===== config.mk =====
export PLATFORM = sky130hd
export DESIGN_NAME = wdog_supervisor
export DESIGN_NICKNAME = d
export VERILOG_FILES = /design/src/rtl/wdog_pkg.sv /design/src/rtl/wdog_kick_sync.sv /design/src/rtl/wdog_period_decode.sv /design/src/rtl/wdog_pulse_decode.sv /design/src/rtl/wdog_supervisor.sv
export SDC_FILE = /design/constraint.sdc
export NUM_CORES = 1
export LEC_CHECK = 0
export BUFFER_PORTS_ARGS = -buffer_cell sky130_fd_sc_hd__buf_2
export CORE_MARGIN = 2
export CORE_UTILIZATION = 30
export CTS_CLUSTER_SIZE = 16
export DETAILED_ROUTE_END_ITERATION = 10
export GPL_TIMING_DRIVEN = 1
export SLEW_MARGIN = 20
export SYNTH_ARGS = -nofsm -noshare
export SYNTH_HDL_FRONTEND = slang
export SYNTH_SLANG_ARGS = --single-unit

===== constraint.sdc =====
create_clock -name clk -period 3.8 [get_ports clk]
set_clock_uncertainty 0.2 [all_clocks]
set_input_delay 0.38 -clock clk [delete_from_list [all_inputs] [get_ports clk]]
set_output_delay 0.38 -clock clk [all_outputs]
set_load 0.05 [all_outputs]

===== src/rtl/wdog_pkg.sv =====
package wdog_pkg;

    localparam int WD_SEL_W    = 3;
    localparam int PU_SEL_W    = 2;
    localparam int WD_FIRST_ON = 3;

    typedef enum logic [1:0] {
        WD_OFF   = 2'd0,
        WD_WATCH = 2'd1,
        WD_PULSE = 2'd2
    } wd_state_e;

endpackage


===== src/rtl/wdog_kick_sync.sv =====
module wdog_kick_sync #(
    parameter int STAGES = 2
) (
    input  logic clk,
    input  logic srst,
    input  logic kick_i,
    output logic fall_o
);

    // chain[0..STAGES-1] synchronise, chain[STAGES] remembers the last value
    logic [STAGES:0] chain;

    always_ff @(posedge clk) begin
        if (srst) begin
            chain <= '0;
        end else begin
            chain <= {chain[STAGES-1:0], kick_i};
        end
    end

    always_comb begin
        fall_o = chain[STAGES] & ~chain[STAGES-1];
    end

    // a detected falling edge lasts one cycle only
    assert_fall_single_R3: assert property (@(posedge clk) disable iff (srst)
        fall_o |=> !fall_o);

endmodule


===== src/rtl/wdog_period_decode.sv =====
module wdog_period_decode
    import wdog_pkg::*;
#(
    parameter int BASE_TICKS = 400,
    parameter int CNT_W      = 13
) (
    input  logic [WD_SEL_W-1:0] sel_i,
    output logic                enable_o,
    output logic [CNT_W-1:0]    limit_o
);

    localparam logic [CNT_W-1:0] BASE = CNT_W'(BASE_TICKS);

    always_comb begin
        enable_o = (int'(sel_i) >= WD_FIRST_ON);
        limit_o  = '0;
        if (enable_o) begin
            limit_o = BASE << (sel_i - WD_SEL_W'(WD_FIRST_ON));
        end
    end

endmodule


===== src/rtl/wdog_pulse_decode.sv =====
module wdog_pulse_decode
    import wdog_pkg::*;
#(
    parameter int BASE_TICKS = 25,
    parameter int CNT_W      = 8
) (
    input  logic [PU_SEL_W-1:0] sel_i,
    output logic [CNT_W-1:0]    limit_o
);

    localparam logic [CNT_W-1:0] BASE = CNT_W'(BASE_TICKS);

    always_comb begin
        limit_o = BASE << sel_i;
    end

endmodule


===== src/rtl/wdog_supervisor.sv =====
module wdog_supervisor
    import wdog_pkg::*;
#(
    parameter int WD_BASE_TICKS    = 400,
    parameter int PULSE_BASE_TICKS = 25,
    parameter int SYNC_STAGES      = 2
) (
    input  logic                clk,
    input  logic                srst,
    input  logic                tick_1ms,
    input  logic                kick_i,
    input  logic [WD_SEL_W-1:0] wd_period_sel,
    input  logic [PU_SEL_W-1:0] rst_pulse_sel,
    output logic                rst_n_o
);

    localparam int WD_MAX   = WD_BASE_TICKS << ((1 << WD_SEL_W) - 1 - WD_FIRST_ON);
    localparam int WD_CNT_W = $clog2(WD_MAX + 1);
    localparam int PU_MAX   = PULSE_BASE_TICKS << ((1 << PU_SEL_W) - 1);
    localparam int PU_CNT_W = $clog2(PU_MAX + 1);

    wd_state_e             state, state_nx;
    logic [WD_CNT_W-1:0]   wd_cnt;
    logic [PU_CNT_W-1:0]   pu_cnt;
    logic [WD_CNT_W-1:0]   wd_limit;
    logic [PU_CNT_W-1:0]   pu_limit;
    logic                  wd_en;
    logic                  kick_fall;
    logic                  expire;
    logic                  pulse_done;

    wdog_kick_sync #(.STAGES(SYNC_STAGES)) u_sync (
        .clk    (clk),
        .srst   (srst),
        .kick_i (kick_i),
        .fall_o (kick_fall)
    );

    wdog_period_decode #(.BASE_TICKS(WD_BASE_TICKS), .CNT_W(WD_CNT_W)) u_period (
        .sel_i    (wd_period_sel),
        .enable_o (wd_en),
        .limit_o  (wd_limit)
    );

    wdog_pulse_decode #(.BASE_TICKS(PULSE_BASE_TICKS), .CNT_W(PU_CNT_W)) u_pulse (
        .sel_i   (rst_pulse_sel),
        .limit_o (pu_limit)
    );

    always_comb begin
        expire     = ({1'b0, wd_cnt} + 1'b1) >= {1'b0, wd_limit};
        pulse_done = ({1'b0, pu_cnt} + 1'b1) >= {1'b0, pu_limit};
    end

    // next-state logic
    always_comb begin
        state_nx = state;
        unique case (state)
            WD_OFF: begin
                if (wd_en) state_nx = WD_WATCH;
            end
            WD_WATCH: begin
                if (!wd_en)                      state_nx = WD_OFF;
                else if (kick_fall)              state_nx = WD_WATCH;
                else if (tick_1ms && expire)     state_nx = WD_PULSE;
            end
            WD_PULSE: begin
                if (tick_1ms && pulse_done) state_nx = wd_en ? WD_WATCH : WD_OFF;
            end
            default: state_nx = WD_OFF;
        endcase
    end

    // state register
    always_ff @(posedge clk) begin
        if (srst) state <= WD_OFF;
        else      state <= state_nx;
    end

    // counters
    always_ff @(posedge clk) begin
        if (srst) begin
            wd_cnt <= '0;
            pu_cnt <= '0;
        end else begin
            unique case (state)
                WD_OFF: begin
                    wd_cnt <= '0;
                    pu_cnt <= '0;
                end
                WD_WATCH: begin
                    pu_cnt <= '0;
                    if (!wd_en || kick_fall)      wd_cnt <= '0;
                    else if (tick_1ms && expire)  wd_cnt <= '0;
                    else if (tick_1ms)            wd_cnt <= wd_cnt + 1'b1;
                end
                WD_PULSE: begin
                    wd_cnt <= '0;
                    if (tick_1ms) pu_cnt <= pulse_done ? '0 : pu_cnt + 1'b1;
                end
                default: begin
                    wd_cnt <= '0;
                    pu_cnt <= '0;
                end
            endcase
        end
    end

    // output logic
    always_comb begin
        unique case (state)
            WD_PULSE: rst_n_o = 1'b0;
            default:  rst_n_o = 1'b1;
        endcase
    end

    assert_off_codes_R1: assert property (@(posedge clk) disable iff (srst)
        (!wd_en && state != WD_PULSE) |=> state == WD_OFF);

    assert_pulse_holds_R2: assert property (@(posedge clk) disable iff (srst)
        (state == WD_PULSE && !tick_1ms) |=> (state == WD_PULSE && $stable(pu_cnt)));

    assert_count_frozen_R4: assert property (@(posedge clk) disable iff (srst)
        (state == WD_PULSE) |-> wd_cnt == '0);

    assert_release_zero_R4: assert property (@(posedge clk) disable iff (srst)
        $rose(rst_n_o) |-> wd_cnt == '0);

    assert_kick_ignored_R5: assert property (@(posedge clk) disable iff (srst)
        (state == WD_PULSE && kick_fall && !tick_1ms) |=> state == WD_PULSE);

    assert_tick_gate_R6: assert property (@(posedge clk) disable iff (srst)
        (state == WD_WATCH && wd_en && !tick_1ms && !kick_fall) |=> $stable(wd_cnt));

endmodule


==> run_results.csv <==
group,metric,value,unit
cts,cts_made_buffers,3,
logic_synthesis,ys.flop_type,"dfxtp_1",
setup_path,cp_slowest_stage_delay,0.43,ns
floorplanning,die-width,86.05,um
logic_synthesis,synth_top_family_by_area,"simple AND/OR/NAND/NOR gates",
setup_path,cp.buffers_inverters,0,
power_and_ir_drop,p_per_area,232.8,nW/um^2
min_path,min_path_type,"input pin to flop",
cts,postCtsSetupBuffers,0,
floorplanning,io-pin-count,10,
sta,hold_viol,0,
floorplanning,core.rowCount,29,
setup_path,path_class,"flop to flop",
power_and_ir_drop,peakVddDrop,0.09900,mV
global_route,grtUsageTotal,0.1096,
global_route,grt_max_degree,19,
logic_synthesis,ys_seq_elements,26,
outcome,outcome,"finished, final reports clean",
logic_synthesis,synth_top_area_cell,"dfxtp_1",
floorplanning,die_y,86.05,um
power_and_ir_drop,p_comb_frac,0.142,
logic_synthesis,synth-simple-area-share,0.2652,
cts,clk_pin_slew,0.08,ns
logic_synthesis,synthTopCellsByArea,"dfxtp_1, ha_1, nand2_1, xnor2_1, xor2_1",
sta,finalMaxSlewViolations,0,
final_layout,insertedDiodeCount,0,
power_and_ir_drop,pwr-share-seq,0.555,
setup_path,critPathSlowestCell,"dfxtp_1",
cts,clock_latency,0.27,ns
setup_path,start_kind,"flop",
floorplanning,core_area,6422,um^2
route,vias_per_cell,4.991,
final_layout,drive_gt1_frac,0.09237,
floorplanning,dieArea,7404,um^2
floorplanning,initial_core_util,0.3144,
final_layout,final_util,0.3359,
cts,ctsRootBufferMaster,"clkbuf_8",
logic_synthesis,yosysSeqAreaShare,0.2577,
logic_synthesis,synth_edf_count,0,
place,place_hpwl,2989,um
cts,ctsHoldBuffers,0,
cts,cts_htree_levels,1,
sta,rsz0062_at_grt,"false",
route,drc,0,
cts,ctsResizeCount,0,
sta,fin_crit,3.071,ns
logic_synthesis,ys_types,43,
setup_path,crit_arrival,3.03,ns
global_route,gr-total-overflow,0,
place,gp_congestion,0.7930,
logic_synthesis,yosysTopAreaCellShare,0.2577,
logic_synthesis,synth_compound_area_frac,0.1289,
route,drtIter0Drc,37,
logic_synthesis,synth_area,2019,um^2
sta,setup_tns,0,ns
final_layout,final_common_cell,"ha_1",
logic_synthesis,syn_inst,242,
setup_path,cp_top_family,"compound AO/OA/AOI/OAI gates",
sta,worst_slew_pin_slew,0.6097,ns
route,wl_per_cell,11.50,um
power_and_ir_drop,p_int,0.0003766,W
job,maxCapViolCount,0,
route,vias,1627,
route,dr.pass1.iters,4,
final_layout,num-fill-cells,679,
cts,cts.sinks,26,
logic_synthesis,syn_nets,280,
route,wl,3750,um
logic_synthesis,avgSynthCellArea,8.345,um^2
final_layout,area_growth,6.815,%
setup_path,crit_fanout,7,
setup_path,path_cells,"ha_1 -> and3_1 -> nand3_1 -> xnor2_1 -> ha_1 -> a21o_1 -> a32o_1 -> nor3_4 -> a21oi_1 -> o311a_1",
logic_synthesis,synthMuxAreaShare,0.01053,
setup_path,crit_required,3.76,ns
sta,setup_viol,0,
logic_synthesis,synthArstFlopShare,0,
power_and_ir_drop,p_sw,0.0001256,W
logic_synthesis,yosys_warnings,0,
logic_synthesis,synthAdderAreaFrac,0.1797,
power_and_ir_drop,leakage,0.8824,nW
power_and_ir_drop,p_clk_frac,0.303,
place,portBuffers,9,
cts,cts.path.max_buffers,2,
sta,finalCritPeriodShare,0.8082,
global_route,grt_pass1_vias,1582,
final_layout,final_cell_mix,"ha_1, nand2_1, dfxtp_1, nor2_1, inv_1",
power_and_ir_drop,switching_share,0.2502,
global_route,antenna_found_initial,0,
logic_synthesis,synth_xor_area_frac,0.1041,
setup_path,endpoint_kind,"flop",
cts,cts_tree,"yes",
final_layout,fin_nets,289,
route,postRouteAntennaNets,0,
global_route,grt_pass1_wl,6810,um
setup_path,crit_top_cell,"ha_1",
sta,fmax,325.6,MHz
sta,maxSlewHeadroom,0.5920,
==> cell families after synthesis <==
logic type               count (synthesis)
AND/OR/NAND/NOR                        102
multiplexers                             2
AO/OA/AOI/OAI                           37
flip-flops                              26
buffers and inverters                   22
adder cells (fa/ha/maj)                 29
XOR/XNOR                                24
==> final cells by class <==
cell class	count	area [um^2]	share of cell area
repair buffers	9	45.04	0.02088
inverters	17	63.81	0.02958
well taps	77	96.34	0.04466
clock buffers	3	41.29	0.01914
multi-input cells	194	1390	0.6444
flip-flops and latches	26	520.5	0.2413
==> through the flow <==
stage                power, W  worst slack [ns]  cell area, um^2  hold WS [ns]  cells
finish              0.0005023            0.7287             2157        0.1181    326
global route        0.0005295            0.4155             2157        0.1371    326
CTS                 0.0005116            0.7187             2157        0.1148    326
detailed placement  0.0003574            0.5756             2116        0.2272    323
global placement    0.0003563            0.5948             2116        0.2163    323
floorplan           0.0003388             1.032             2019        0.2138    242
==> state kept, by name, indices dropped and copies added, names as in the netlist <==
signal        flops
pu_cnt            8
u_sync.chain      3
state             2
wd_cnt           13
==> power by group through the flow <==
stage	clock (W)	sequential, W	combinational (W)
after floorplan	0	0.000284	0.0000546
after global placement	0	0.000285	0.0000714
after detailed placement	0	0.000285	0.0000725
after CTS	0.000160	0.000279	0.0000732
after global routing	0.000166	0.000279	0.0000838
final	0.000152	0.000279	0.0000715
==> worst register-to-register path, cell delays in order (launching register included) <==
cell and delay [ns]:
dfxtp_1 0.43, ha_1 0.28, and3_1 0.25, nand3_1 0.11
xnor2_1 0.29, ha_1 0.32, a21o_1 0.16, a32o_1 0.23
nor3_4 0.28, a21oi_1 0.12, o311a_1 0.29
==> worst paths after layout <==
| kind | startpoint | to | slack, ns | cells past startpoint |
|---|---|---|---|---|
| worst min-delay path | kick_i | u_sync.chain[0] | 0.12 | 2 |
| worst max register to register | pu_cnt[0] | state[0] | 0.73 | 10 |
| worst max-delay path | pu_cnt[0] | state[0] | 0.73 | 10 |
| worst min register to register | u_sync.chain[0] | u_sync.chain[1] | 0.24 | 1 |
==> metal layers <==
| metal | vias to the layer above | share of wire | GRT usage |
|---|---|---|---|
| met1 | 732 | 0.49 | 0.1428 |
| li1 | 866 | - | - |
| met5 | - | 0 | 0 |
| met2 | 20 | 0.47 | 0.1882 |
| met4 | 0 | 0.015 | 0.02020 |
| met3 | 9 | 0.030 | 0.02214 |
==> Yosys cell counts (all sizes together) (2+ instances only) <==
cell type	count
ha	29
inv	17
nand2	28
nor2	27
a21oi	7
nor3	6
o21ai	7
xor2	12
nand4	7
dfxtp	26
a32o	4
nand3	15
nor2b	5
buf	4
a31oi	4
a211o	2
and3	4
nand2b	4
xnor2	12
o22ai	4
a211oi	2
Note: power is estimated with default switching activity, not from simulation.
